File: src/rtl/dma_chan_pkg.sv
package dma_chan_pkg;

  localparam logic [2:0] REG_CTRL   = 3'd0;
  localparam logic [2:0] REG_STARTA = 3'd1;
  localparam logic [2:0] REG_STARTB = 3'd2;
  localparam logic [2:0] REG_PER    = 3'd3;
  localparam logic [2:0] REG_COUNT  = 3'd4;
  localparam logic [2:0] REG_FORCE  = 3'd5;
  localparam logic [2:0] REG_STATUS = 3'd6;

  typedef struct packed {
    logic en;
    logic dir;       // 1: RAM to peripheral
    logic byteMode;
    logic noInc;
    logic perInd;
    logic halfMode;
    logic autoRep;
    logic pingPong;
  } chanCfg_t;

  typedef struct packed {
    logic load;      // control write: restart at buffer A
    logic xfer;      // one granted transfer this cycle
    logic blockEnd;  // the transfer is the last of the block
    logic wrA;
    logic wrB;
    logic wrPer;
  } dpStrobe_t;

endpackage

File: src/rtl/dma_chan_ctrl.sv
module dma_chan_ctrl
  import dma_chan_pkg::*;
#(
  parameter int CNT_W  = 8,
  parameter int NSRC   = 8,
  parameter int DATA_W = 16,
  localparam int SEL_W = (NSRC > 1) ? $clog2(NSRC) : 1
) (
  input  logic              clk,
  input  logic              rstN,
  input  logic              regWe,
  input  logic [2:0]        regAddr,
  input  logic [DATA_W-1:0] regWdata,
  input  logic [NSRC-1:0]   trigVec,
  input  logic              grant,
  output chanCfg_t          cfg,
  output dpStrobe_t         stb,
  output logic              dmaReq,
  output logic              irqHalf,
  output logic              irqDone,
  output logic              collision
);

  logic [SEL_W-1:0] selReg;
  logic [CNT_W-1:0] countReg;
  logic [CNT_W-1:0] xferCnt;
  logic             pending;

  logic ctrlWr, countWr, forceWr, statWr;
  logic newTrig, xfer, lastXfer, hitHalf, collide;
  logic [CNT_W:0] halfPt;
  logic [CNT_W:0] doneNext;

  always_comb begin
    ctrlWr   = regWe && (regAddr == REG_CTRL);
    countWr  = regWe && (regAddr == REG_COUNT);
    forceWr  = regWe && (regAddr == REG_FORCE) && regWdata[0];
    statWr   = regWe && (regAddr == REG_STATUS);
    newTrig  = cfg.en && (trigVec[selReg] || forceWr);
    dmaReq   = cfg.en && pending;
    xfer     = dmaReq && grant;
    lastXfer = xfer && (xferCnt == countReg);
    halfPt   = ({1'b0, countReg} + 1'b1) >> 1;
    doneNext = {1'b0, xferCnt} + 1'b1;
    hitHalf  = xfer && cfg.halfMode && (doneNext == halfPt);
    collide  = newTrig && pending && !xfer && !ctrlWr;
  end

  always_comb begin
    stb.load     = ctrlWr;
    stb.xfer     = xfer;
    stb.blockEnd = lastXfer && !ctrlWr;
    stb.wrA      = regWe && (regAddr == REG_STARTA);
    stb.wrB      = regWe && (regAddr == REG_STARTB);
    stb.wrPer    = regWe && (regAddr == REG_PER);
  end

  always_ff @(posedge clk or negedge rstN) begin
    if (!rstN) begin
      cfg      <= '0;
      selReg   <= '0;
      countReg <= '0;
      xferCnt  <= '0;
      pending  <= 1'b0;
    end else if (ctrlWr) begin
      cfg.en       <= regWdata[0];
      cfg.dir      <= regWdata[1];
      cfg.byteMode <= regWdata[2];
      cfg.noInc    <= regWdata[3];
      cfg.perInd   <= regWdata[4];
      cfg.halfMode <= regWdata[5];
      cfg.autoRep  <= regWdata[6];
      cfg.pingPong <= regWdata[7];
      selReg       <= regWdata[8 +: SEL_W];
      xferCnt      <= '0;
      pending      <= 1'b0;
    end else begin
      pending <= (pending && !xfer) || newTrig;
      if (countWr) begin
        countReg <= regWdata[CNT_W-1:0];
        xferCnt  <= '0;
      end else if (xfer) begin
        xferCnt <= lastXfer ? '0 : xferCnt + 1'b1;
      end
      if (lastXfer && !cfg.autoRep) cfg.en <= 1'b0;
    end
  end

  always_ff @(posedge clk or negedge rstN) begin
    if (!rstN) begin
      irqHalf   <= 1'b0;
      irqDone   <= 1'b0;
      collision <= 1'b0;
    end else begin
      irqHalf   <= (irqHalf && !(statWr && regWdata[0])) || hitHalf;
      irqDone   <= (irqDone && !(statWr && regWdata[1])) ||
                   (lastXfer && !cfg.halfMode);
      collision <= (collision && !(statWr && regWdata[2])) || collide;
    end
  end

  AST_CNT_BOUND: assert property (@(posedge clk) disable iff (!rstN)
    xferCnt <= countReg);

  AST_ONESHOT_OFF: assert property (@(posedge clk) disable iff (!rstN)
    (stb.blockEnd && !cfg.autoRep) |=> !cfg.en);

  AST_COLL_PENDING: assert property (@(posedge clk) disable iff (!rstN)
    $rose(collision) |-> $past(pending));

endmodule

File: src/rtl/dma_chan_dp.sv
module dma_chan_dp
  import dma_chan_pkg::*;
#(
  parameter int ADDR_W = 12,
  parameter int PER_W  = 8,
  parameter int DATA_W = 16
) (
  input  logic              clk,
  input  logic              rstN,
  input  chanCfg_t          cfg,
  input  dpStrobe_t         stb,
  input  logic [DATA_W-1:0] regWdata,
  input  logic [ADDR_W-1:0] perOffset,
  output logic [ADDR_W-1:0] ramAddr,
  output logic [PER_W-1:0]  perAddr,
  output logic              activeBuf
);

  logic [ADDR_W-1:0] startA, startB, curAddr, baseAddr, stepSize;
  logic              nextBuf;

  always_comb begin
    baseAddr = activeBuf ? startB : startA;
    stepSize = cfg.byteMode ? ADDR_W'(1) : ADDR_W'(2);
    nextBuf  = cfg.pingPong ? !activeBuf : activeBuf;
    ramAddr  = cfg.perInd ? baseAddr + perOffset : curAddr;
  end

  always_ff @(posedge clk or negedge rstN) begin
    if (!rstN) begin
      startA  <= '0;
      startB  <= '0;
      perAddr <= '0;
    end else begin
      if (stb.wrA)   startA  <= regWdata[ADDR_W-1:0];
      if (stb.wrB)   startB  <= regWdata[ADDR_W-1:0];
      if (stb.wrPer) perAddr <= regWdata[PER_W-1:0];
    end
  end

  always_ff @(posedge clk or negedge rstN) begin
    if (!rstN) begin
      curAddr   <= '0;
      activeBuf <= 1'b0;
    end else if (stb.load) begin
      curAddr   <= startA;
      activeBuf <= 1'b0;
    end else if (stb.blockEnd) begin
      curAddr   <= nextBuf ? startB : startA;
      activeBuf <= nextBuf;
    end else if (stb.xfer && !cfg.noInc && !cfg.perInd) begin
      curAddr <= curAddr + stepSize;
    end
  end

  AST_ADDR_STEP: assert property (@(posedge clk) disable iff (!rstN)
    (stb.xfer && !stb.blockEnd && !stb.load && !cfg.noInc && !cfg.perInd)
      |=> (curAddr == $past(curAddr) + $past(stepSize)));

  AST_ADDR_HOLD: assert property (@(posedge clk) disable iff (!rstN)
    (stb.xfer && !stb.blockEnd && !stb.load && cfg.noInc) |=> $stable(curAddr));

  AST_PP_SWAP: assert property (@(posedge clk) disable iff (!rstN)
    (stb.blockEnd && cfg.pingPong) |=> (activeBuf != $past(activeBuf)));

endmodule

File: src/rtl/dma_chan_seq.sv
module dma_chan_seq
  import dma_chan_pkg::*;
#(
  parameter int ADDR_W = 12,
  parameter int PER_W  = 8,
  parameter int CNT_W  = 8,
  parameter int NSRC   = 8,
  parameter int DATA_W = 16
) (
  input  logic              clk,
  input  logic              rstN,
  input  logic              regWe,
  input  logic [2:0]        regAddr,
  input  logic [DATA_W-1:0] regWdata,
  input  logic [NSRC-1:0]   trigVec,
  input  logic              grant,
  input  logic [ADDR_W-1:0] perOffset,
  output logic              dmaReq,
  output logic              ramEn,
  output logic              ramWe,
  output logic              ramByte,
  output logic [ADDR_W-1:0] ramAddr,
  output logic              perEn,
  output logic              perWe,
  output logic [PER_W-1:0]  perAddr,
  output logic              irqHalf,
  output logic              irqDone,
  output logic              collision,
  output logic              activeBuf,
  output logic              chanEn
);

  chanCfg_t  cfg;
  dpStrobe_t stb;

  dma_chan_ctrl #(.CNT_W(CNT_W), .NSRC(NSRC), .DATA_W(DATA_W)) u_ctrl (
    .clk(clk), .rstN(rstN), .regWe(regWe), .regAddr(regAddr),
    .regWdata(regWdata), .trigVec(trigVec), .grant(grant),
    .cfg(cfg), .stb(stb), .dmaReq(dmaReq), .irqHalf(irqHalf),
    .irqDone(irqDone), .collision(collision)
  );

  dma_chan_dp #(.ADDR_W(ADDR_W), .PER_W(PER_W), .DATA_W(DATA_W)) u_dp (
    .clk(clk), .rstN(rstN), .cfg(cfg), .stb(stb), .regWdata(regWdata),
    .perOffset(perOffset), .ramAddr(ramAddr), .perAddr(perAddr),
    .activeBuf(activeBuf)
  );

  always_comb begin
    ramEn   = stb.xfer;
    perEn   = stb.xfer;
    ramWe   = stb.xfer && !cfg.dir;
    perWe   = stb.xfer && cfg.dir;
    ramByte = cfg.byteMode;
    chanEn  = cfg.en;
  end

endmodule

File: config.mk
export PLATFORM = sky130hd
export DESIGN_NAME = dma_chan_seq
export DESIGN_NICKNAME = d
export VERILOG_FILES = /design/src/rtl/dma_chan_pkg.sv /design/src/rtl/dma_chan_ctrl.sv /design/src/rtl/dma_chan_dp.sv /design/src/rtl/dma_chan_seq.sv
export SDC_FILE = /design/constraint.sdc
export NUM_CORES = 1
export LEC_CHECK = 0
export CAP_MARGIN = 20
export CORE_MARGIN = 2
export CORE_UTILIZATION = 35
export CTS_BUF_LIST = sky130_fd_sc_hd__clkbuf_16
export CTS_CLUSTER_DIAMETER = 60
export CTS_CLUSTER_SIZE = 8
export DETAILED_ROUTE_END_ITERATION = 16
export SYNTH_ARGS = -nofsm -noshare
export SYNTH_HDL_FRONTEND = slang
export SYNTH_HIERARCHICAL = 1
export SYNTH_SLANG_ARGS = --single-unit
File: constraint.sdc
create_clock -name clk -period 3.7 [get_ports clk]
set_input_delay 0.74 -clock clk [delete_from_list [all_inputs] [get_ports clk]]
set_output_delay 0.74 -clock clk [all_outputs]
set_load 0.01 [all_outputs]
# After elaboration in Yosys (flattened, before gate mapping)
# Index checks and enable logic that the tools add are counted.
# W data, S select, Z words.
[totals]
reg_bits = 76
latchBits = 0
ram_bits = 0
rom_bits = 0
inputBits = 43
out_inout_bits = 31
mem_count = 0
[op_classes]
add_sub_neg = 5
multipliers = 0
div_mod_pow = 0
order_cmp = 1
eq_ne = 8
shift = 0
mux = 19
bitwise_logic = 1
n_reduce_logical = 53
[op_table]
columns = ["op", "count"]
rows = [
  ["$mux W12", 6],
  ["$mux W8", 4],
  ["$logic_and A1 B1 Y1", 31],
  ["$add A12 B12 Y12", 2],
  ["$add A8 B1 Y9 const B", 2],
  ["$logic_not A1 Y1", 11],
  ["$eq A3 B3 Y1 const B", 3],
  ["$eq A9 B8 Y1", 1],
  ["$add A8 B1 Y8 const B", 1],
  ["$eq A8 B8 Y1", 1],
  ["$mux W1", 7],
  ["$eq A3 B2 Y1 const B", 2],
  ["$reduce_bool A3 Y1", 2],
  ["$logic_or A1 B1 Y1", 5],
  ["$lt A3 B4 Y1 const B", 1],
  ["$reduce_bool A2 Y1", 2],
  ["$bmux W1 S3", 1],
  ["$eq A3 B1 Y1 const B", 1],
  ["$logic_not A3 Y1", 1],
  ["$mux W2", 1],
  ["$reduce_and A2 Y1", 1],
  ["$not A1 Y1", 1],
]

# Logic depth before layout (Yosys ltp)
# Gate-level depths: netlist of the first run.
[logic_depth]
word_depth = 9
depth_mapped = 10
depth_no_buf = 10

# Hierarchy
# Netlist of the first run, hierarchy kept.
[modules_own_cells]
columns = ["mod", "instances", "cells_per_inst", "area_each_um2", "seq_area_each_um2"]
rows = [
  ["dma_chan_dp", 1, 312, 3002.9, 1126.1],
  ["dma_chan_ctrl", 1, 176, 1886.8, 775.7],
  ["dma_chan_seq", 1, 3, 23.8, 0.0],
]

# Worst setup path after synthesis of the first run
# No wires, ideal clock.
[synth_timing]
kind = "flip-flop to output port"
from = "register u_dp.activeBuf"
to = "output port ramAddr[11]"
t_arrival_ns = 2.616
setup_slack_ns = 0.344
stages_incl_launch_ff = 10
n_path_buf = 2
path_cell_list = "dfrtp_1 > buf_4 > clkbuf_1 > mux2_2 > ha_1 > a21oi_1 > o211a_1 > nor3_1 > or3_1 > a31o_2"
[synth_between]
elab_chain_len = 3
[synth_rtl]
columns = ["item", "line_no", "source"]
rows = [
  ["start: declaration", "dma_chan_dp.sv:16", "output logic activeBuf"],
  ["start signal: assignment", "dma_chan_dp.sv:50", "activeBuf <= nextBuf;"],
  ["$mux W12", "dma_chan_dp.sv:23", "baseAddr = activeBuf ? startB : startA;"],
  ["$add A12 B12 Y12", "dma_chan_dp.sv:26", "ramAddr = cfg.perInd ? baseAddr + perOffset : curAddr;"],
  ["$mux W12", "dma_chan_dp.sv:26", ""],
  ["end: declaration", "dma_chan_seq.sv:22", "output logic [ADDR_W-1:0] ramAddr,"],
]
# Every way passes these cells.

# Worst setup path in the final report of the first run
[layout_timing]
from = "input port perOffset[0]"
to = "output port ramAddr[4]"
[layout_between]
elab_chain_len = 2
[layout_rtl]
columns = ["item", "line_no", "source"]
rows = [
  ["start: declaration", "dma_chan_seq.sv:17", "input logic [ADDR_W-1:0] perOffset,"],
  ["$add A12 B12 Y12", "dma_chan_dp.sv:26", ""],
  ["$mux W12", "dma_chan_dp.sv:26", ""],
]
# Every way passes these cells.

==> results_tabular.tex, run 1 <==
\begin{tabular}{lr}
\hline
Metric & Value \\
\hline
\multicolumn{2}{l}{\textbf{Synth}} \\
Cell taking the most area after synthesis & dfrtp\_1 \\
Prevailing post-synth register cell & dfrtp\_1 \\
Async set-or-reset flop fraction in the synthesized netlist & 100\% \\
Number of flip-flops and latches in the synthesized netlist & 76 \\
Proportion of netlist area held by the largest area contributor & 38.7\% \\
Synthesized net count & 551 \\
Number of warning messages in the yosys log & 6 \\
Gate Count Post-Synth & 491 \\
Avg Synthesized Cell Area & 10.0 sq um \\
Top cells by area, synth & dfrtp\_1 39\%, mux2\_2 14\%, nand2\_1 4.5\% \\
Netlist cell types & 66 \\
Count of flip-flops with a built-in enable after synthesis & 0 \\
Sequential-to-total area share from yosys stat & 38.7\% \\
Synthesized area & 0.00491 sq mm \\
\multicolumn{2}{l}{\textbf{Min path}} \\
Path type of the worst min-delay path & reg2reg \\
Min-delay src & u\_ctrl/irqHalf \\
Number of cells on the worst hold path & 2 \\
Min-Delay Endpoint & u\_ctrl/irqHalf \\
\multicolumn{2}{l}{\textbf{STA}} \\
Worst setup skew after layout & 0.00744 ns \\
Share of the clock period used by the worst path & 97.6\% \\
Worst slew margin relative to its limit & 34.6\% \\
Final min period & 3.61 ns \\
Peak Freq & 277 MHz \\
Max-slew violation count & 0 \\
Transition time at the pin with the least slew margin & 0.981 ns \\
Endpoints failing setup & 0 \\
Final-report hold violation count & 0 \\
Final hold slack & 0.490 ns \\
\multicolumn{2}{l}{\textbf{Routing}} \\
\# DRC & 0 \\
Number of design-rule violations left by the first detailed-router iteration & 197 \\
WL per Instance & 16.4 um \\
Count of nets left with antenna violations after detail routing & 0 \\
Total iterations of the first detailed-routing run & 4 \\
Post-detailed-routing wire length & 12.5 mm \\
Drt via density & 5.20 \\
Count of vias placed by the detailed router & 3947 \\
\multicolumn{2}{l}{\textbf{Pwr}} \\
Internal Dissipation & 2.28 mW \\
Clock network power share & 24.9\% \\
Power spent charging and discharging nets & 1.22 mW \\
Switching part of the total & 34.8\% \\
Part of the power in combinational logic & 38.5\% \\
Part of the total power dissipated in sequential elements & 36.6\% \\
Largest voltage drop on the vdd net & 0.000304 V \\
Total power divided by cell area & 556 mW/mm\^{}2 \\
Pleak & 2.66 nW \\
\multicolumn{2}{l}{\textbf{Clock network}} \\
Worst-path clk slew & 0.06 ns \\
Root buffer cell & clkbuf\_16 \\
Maximum clock insertion buffer count & 2 \\
Number of buffers inserted for hold repair after clock tree synthesis & 0 \\
TritonCTS sink count & 76 \\
Worst skew pair latency & 0.34 ns \\
H-tree levels & 3 \\
Num CTS Buffers & 9 \\
TritonCTS clock tree & yes \\
\multicolumn{2}{l}{\textbf{Worst setup path}} \\
End of the worst register-to-register path & u\_dp/curAddr[11] \\
Worst r2r src & u\_ctrl/xferCnt[3] \\
Worst R2R Setup Slack & 0.97 ns \\
Number of cells on the worst reg-to-reg path & 8 \\
CP arrival & 2.87 ns \\
Category of the worst setup path launch point & input port \\
CP max FO & 2 \\
Data required time at the worst endpoint & 2.96 ns \\
Critical Path End Type & primary output \\
Critical path class & in2out \\
\multicolumn{2}{l}{\textbf{Floorplanning}} \\
Die height & 122 um \\
Starting density of the core & 35.7\% \\
Core Rows & 43 \\
Placeable core area & 0.0138 sq mm \\
Die outline area & 0.0150 sq mm \\
Ports & 74 \\
Chip Width & 122 um \\
\multicolumn{2}{l}{\textbf{GRT}} \\
Total congestion overflow after global routing & 0 \\
Initial antenna violation count & 0 \\
Global routing usage summed across all routing layers & 17.0\% \\
Pin count of the biggest net entering global routing & 77 \\
Via count of the first global-routing pass & 3807 \\
Global-route wire length before repair & 20.0 mm \\
\multicolumn{2}{l}{\textbf{Final layout}} \\
Commonest cells after routing, fill and taps aside & 75 x dfrtp\_1, 61 x mux2\_2, 60 x clkdlybuf4s50\_1, 59 x nand2\_1 \\
Final instance area & 0.00628 sq mm \\
Most common cell after layout, fill and taps aside & dfrtp\_1 \\
Number of fill cells in the layout & 1309 \\
Util after Layout & 45.6\% \\
Number of diodes & 0 \\
\# nets final & 634 \\
Share of cells above drive strength 1 & 25.0\% \\
Area grow syn2layout & 27.8\% \\
Filler-free cell count of the finished design & 759 \\
\multicolumn{2}{l}{\textbf{Place}} \\
HPWL after DPL & 9.16 mm \\
Placer's final routability congestion estimate & 0.897 \\
Cells after DPL & 737 \\
Placement-stage cell area & 0.00587 sq mm \\
Number of buffers inserted by port buffering & 69 \\
\multicolumn{2}{l}{\textbf{Run status}} \\
Run status & finished clean \\
\multicolumn{2}{l}{\textbf{Job}} \\
Max-capacitance violation count & 0 \\
\hline
\end{tabular}
-- critical path, cell delays in order --
cell             delay (ns)
clkdlybuf4s50_1        0.47
ha_2                   0.19
inv_2                  0.04
fa_2                   0.41
nor2b_2                0.16
o21a_1                 0.12
nor2_1                 0.05
xnor2_1                0.12
mux2_2                 0.27
dlygate4sd2_1          0.28
-- registers in the layout, summed over array words and instances, names as in the netlist --
| register | flops |
|---|---|
| u_dp/startA | 12 |
| u_ctrl/xferCnt | 8 |
| u_ctrl/cfg | 8 |
| u_dp/curAddr | 12 |
| u_dp/perAddr | 8 |
| u_ctrl/pending | 1 |
| u_dp/activeBuf | 1 |
| u_ctrl/collision | 1 |
| u_ctrl/countReg | 8 |
| u_ctrl/irqHalf | 1 |
| u_ctrl/selReg | 3 |
| u_ctrl/irqDone | 1 |
| u_dp/startB | 12 |
-- cells by family (layout without fill, tap and decap cells) --
kind of cell	Yosys count	after routing	share of synthesized area, %
AO/OA/AOI/OAI	104	104	14.1
XOR/XNOR	37	37	7.31
adder cells (fa/ha/maj)	17	17	4.63
buffers and inverters	43	131	4.25
flip-flops	76	76	38.7
multiplexers	72	72	16.5
AND/OR/NAND/NOR	142	142	14.5
-- per-layer routing --
metal	track usage, %	vias up	routed length, um
met1	23.3	1910	5730
met2	27.4	91	5900
met3	2.83	15	657
met4	5.89	0	192
li1	-	1931	-
met5	0	-	0
-- final cells by class --
| cell class | count | area (sq um) | share of cell area (%) |
|---|---|---|---|
| clock buffer | 9 | 225 | 3.59 |
| clock inverter | 7 | 67.6 | 1.08 |
| inverter | 16 | 60.1 | 0.956 |
| multi-input combinational | 372 | 2900 | 46.1 |
| sequential | 76 | 1900 | 30.3 |
| tap | 180 | 225 | 3.59 |
| timing repair buffer | 99 | 902 | 14.4 |
-- power groups by stage --
stage	clock network [mW]	registers, mW	logic, mW
final	0.868	1.28	1.35
after detailed placement	0	1.29	1.32
after CTS	0.890	1.28	1.32
after global routing	0.927	1.31	1.47
after floorplan	0	1.20	0.867
after global placement	0	1.27	1.29
-- timing repair --
| action | 4_1_cts | 5_1_grt |
|---|---|---|
| setup endpoints to repair | 9 | 7 |
| pin swaps | 1 | 7 |
| endpoints found under the hold margin | 0 | 0 |
| gates resized for setup | 14 | 24 |
| buffers inserted | 0 | 6 |
-- synthesized netlist by cell type, drive strengths merged (2+ instances only) --
| cell type | n |
|---|---|
| or3 | 3 |
| fa | 2 |
| o31ai | 2 |
| a22oi | 2 |
| nor3b | 2 |
| inv | 15 |
| nand3 | 13 |
| and3 | 2 |
| nand2b | 6 |
| a21o | 4 |
| clkbuf | 10 |
| a22o | 8 |
| nor4 | 3 |
| a31o | 3 |
| and2 | 2 |
| xnor2 | 17 |
| o2bb2ai | 2 |
| nor2b | 5 |
| o211a | 3 |
| mux2i | 10 |
| nor2 | 24 |
| nand4 | 9 |
| dfrtp | 76 |
| buf | 17 |
| xor2 | 18 |
| xnor3 | 2 |
| o311ai | 2 |
| a31oi | 5 |
| mux2 | 61 |
| nor3 | 9 |
| o22ai | 5 |
| ha | 15 |
| o21ai | 30 |
| a21oi | 26 |
| nand2 | 60 |
| o21a | 2 |
-- through the flow --
stage	power, mW	setup TNS (ns)	setup slack, ns
floorplan	2.07	0	0.344
global placement	2.57	-0.757	-0.204
detailed placement	2.61	-0.886	-0.244
CTS	3.48	0	0.0180
global route	3.72	-0.0498	-0.0359
finish	3.49	0	0.0905
-- how the worst max path moves through the flow --
stage / start / end / slack [ns] / depth (start not counted)
2_1_floorplan: u_dp/activeBuf / ramAddr[11] / 0.34 / 9
3_3_place_gp: perOffset[0] / ramAddr[10] / -0.20 / 11
3_5_place_dp: perOffset[0] / ramAddr[10] / -0.24 / 11
4_1_cts: u_dp/activeBuf / ramAddr[11] / 0.02 / 10
5_1_grt: u_dp/activeBuf / ramAddr[6] / -0.04 / 12
6_report: perOffset[0] / ramAddr[4] / 0.09 / 10
No activity file was read; power rests on OpenSTA's default activity.
==> run 2: changes to the inputs <==
--- a/config.mk
+++ b/config.mk
@@ -16,3 +16,4 @@
 export SYNTH_HDL_FRONTEND = slang
 export SYNTH_HIERARCHICAL = 1
 export SYNTH_SLANG_ARGS = --single-unit
+export TNS_END_PERCENT = 100
==> results of run 2 <==
Final layout, timing and power as in run 1 (identical DEF).
==> run 3: changes to the inputs <==
--- a/config.mk
+++ b/config.mk
@@ -6,7 +6,6 @@
 export NUM_CORES = 1
 export LEC_CHECK = 0
 export CAP_MARGIN = 20
-export CORE_MARGIN = 2
 export CORE_UTILIZATION = 35
 export CTS_BUF_LIST = sky130_fd_sc_hd__clkbuf_16
 export CTS_CLUSTER_DIAMETER = 60
==> run 3 against run 2 <==
Clock skew hardly changed. Via count increased by 0.51%. Die area down 3.2%. Hold slack worse by 0.0067 ns. Core utilization up 0.70 points. Critical path type unchanged. Largest power group unchanged. Combinational power about the same. Wire length is 2.2% lower.
==> results_tabular.tex, run 3 (same netlist as run 1, synthesis figures left out) <==
\begin{tabular}{lr}
\hline
Metric & Value \\
\hline
\multicolumn{2}{l}{\textbf{Final layout}} \\
Number of fill cells in the layout & 1293 \\
Largest registers & u\_dp/curAddr (12), u\_dp/startA (12), u\_dp/startB (12) \\
FF+latch area & 0.00190 sq mm \\
Commonest cells after routing, fill and taps aside & 75 x dfrtp\_1, 61 x mux2\_2, 60 x clkdlybuf4s50\_1, 59 x nand2\_1, 29 x o21ai\_0 \\
Most common cell after layout, fill and taps aside & dfrtp\_1 \\
Area of the multi-input gates & 0.00287 sq mm \\
Final instance area & 0.00623 sq mm \\
Number of diodes & 0 \\
Area grow syn2layout & 26.8\% \\
Share of cells above drive strength 1 & 23.9\% \\
\# nets final & 629 \\
\multicolumn{2}{l}{\textbf{Worst setup path}} \\
CP max FO & 4 \\
Worst-path cell with the longest stage delay & clkdlybuf4s50\_1 \\
Maximum cell stage delay along the critical path & 0.41 ns \\
Critical Path End Type & primary output \\
Data required time at the worst endpoint & 2.96 ns \\
Cell-by-cell listing of the critical path & clkdlybuf4s50\_1 -> ha\_1 -> a21o\_1 -> a31oi\_1 -> buf\_4 -> a21oi\_1 -> or3\_1 -> a31o\_2 -> dlygate4sd2\_1 \\
First element of the critical path & perOffset[4] \\
Category of the worst setup path launch point & input port \\
CP arrival & 2.86 ns \\
Critical path class & in2out \\
Worst r2r src & u\_ctrl/xferCnt[3] \\
\multicolumn{2}{l}{\textbf{Place}} \\
Number of buffers inserted by port buffering & 69 \\
Placement-stage cell area & 0.00585 sq mm \\
Placer's final routability congestion estimate & 0.887 \\
HPWL after DPL & 9.05 mm \\
\multicolumn{2}{l}{\textbf{Floorplanning}} \\
Starting density of the core & 36.5\% \\
Core Rows & 42 \\
Chip Width & 120 um \\
Die height & 120 um \\
Ports & 74 \\
Die outline area & 0.0145 sq mm \\
Placeable core area & 0.0135 sq mm \\
\multicolumn{2}{l}{\textbf{Clock network}} \\
Worst-path clk slew & 0.06 ns \\
Maximum clock insertion buffer count & 2 \\
Num CTS Buffers & 9 \\
Worst skew pair latency & 0.33 ns \\
TritonCTS sink count & 76 \\
TritonCTS clock tree & yes \\
H-tree levels & 3 \\
Root buffer cell & clkbuf\_16 \\
\multicolumn{2}{l}{\textbf{Routing}} \\
Total iterations of the first detailed-routing run & 4 \\
Detailed route wirelength on metal2 & 5.91 mm \\
Total length of routed met3 wires & 407 um \\
Drt via density & 5.29 \\
Count of nets left with antenna violations after detail routing & 0 \\
Number of design-rule violations left by the first detailed-router iteration & 164 \\
Wire length on met1 & 5.81 mm \\
WL per Instance & 16.3 um \\
Post-detailed-routing wire length & 12.2 mm \\
Uppermost routed layer & met4 \\
Count of vias placed by the detailed router & 3967 \\
\# DRC & 0 \\
\multicolumn{2}{l}{\textbf{STA}} \\
Peak Freq & 278 MHz \\
Setup repair after global routing missed its margin & no \\
Transition time at the pin with the least slew margin & 0.961 ns \\
Final-report hold violation count & 0 \\
Final min period & 3.60 ns \\
Endpoints failing setup & 0 \\
Share of the clock period used by the worst path & 97.2\% \\
Max-slew violation count & 0 \\
Worst setup skew after layout & 0.00725 ns \\
Worst slew margin relative to its limit & 36.0\% \\
\multicolumn{2}{l}{\textbf{GRT}} \\
Global-route wire length before repair & 20.2 mm \\
Global routing usage summed across all routing layers & 17.6\% \\
Via count of the first global-routing pass & 4009 \\
Pin count of the biggest net entering global routing & 77 \\
Total congestion overflow after global routing & 0 \\
Initial antenna violation count & 0 \\
\multicolumn{2}{l}{\textbf{Min path}} \\
Path type of the worst min-delay path & reg2reg \\
Min-delay src & u\_ctrl/irqHalf \\
\multicolumn{2}{l}{\textbf{Pwr}} \\
Total power divided by cell area & 560 mW/mm\^{}2 \\
Total power of the final layout & 3.49 mW \\
Pleak & 2.65 nW \\
Largest voltage drop on the vdd net & 0.000214 V \\
\multicolumn{2}{l}{\textbf{Run status}} \\
Run status & finished clean \\
\multicolumn{2}{l}{\textbf{Job}} \\
Max-capacitance violation count & 0 \\
\hline
\end{tabular}
## run 3: metrics by stage
stage	std cells	TNS [ns]	setup WS, ns	util [%]	hold slack, ns
after floorplan	491	0	0.344	-	0.444
after global routing	750	0	0.0173	46.3	0.503
after CTS	748	0	0.0452	45.9	0.486
after global placement	731	-0.765	-0.217	43.5	0.473
final	750	0	0.103	46.3	0.483
after detailed placement	731	-1.04	-0.293	43.5	0.468
## run 3: metal layers
layer | track usage, % | vias to the layer above
met1 | 24.0 | 1957
met5 | 0 | -
li1 | - | 1918
met3 | 1.60 | 8
met2 | 29.7 | 84
met4 | 5.25 | 0
## run 3: power by group
| part | total (mW) | switching [mW] | internal (mW) |
|---|---|---|---|
| Combinational | 1.32 | 0.608 | 0.715 |
| Sequential | 1.28 | 0.245 | 1.03 |
| Clock | 0.887 | 0.361 | 0.526 |
| Total | 3.49 | 1.21 | 2.27 |
## run 3: worst paths after layout
path | endpoint | slack, ns | cells after the start
max | ramAddr[7] | 0.10 | 9
min | u_ctrl/irqHalf | 0.48 | 2
max reg2reg | u_dp/curAddr[11] | 0.92 | 8
min reg2reg | u_ctrl/irqHalf | 0.48 | 2
max in group asynchronous | u_dp/activeBuf | 2.48 | 1
min in group asynchronous | u_dp/perAddr[6] | 0.57 | 1
## run 3: cell type report
| type | count | share of cell area [%] |
|---|---|---|
| multi-input cells | 372 | 46.1 |
| flip-flops and latches | 76 | 30.5 |
| repair buffers | 94 | 14.0 |
| clock buffers | 9 | 3.62 |
| well taps | 176 | 3.53 |
| clock inverters | 7 | 1.23 |
| inverters | 16 | 0.964 |
## run 3: critical path, delay by kind of cell
family / cells / cell delay (ns)
AOI/OAI and AO/OA: 4 / 0.64
and+or+nand+nor: 1 / 0.33
buffers and inverters: 3 / 0.84
adders and majority gates: 1 / 0.31
## run 3: repair_timing
action                                  in CTS  in global routing
pin swaps                                    0                  3
resized for setup                           15                 18
hold buffers                                 0                  0
buffers inserted                             1                  2
endpoints found under the setup margin       8                  6
gates cloned                                 0                  0
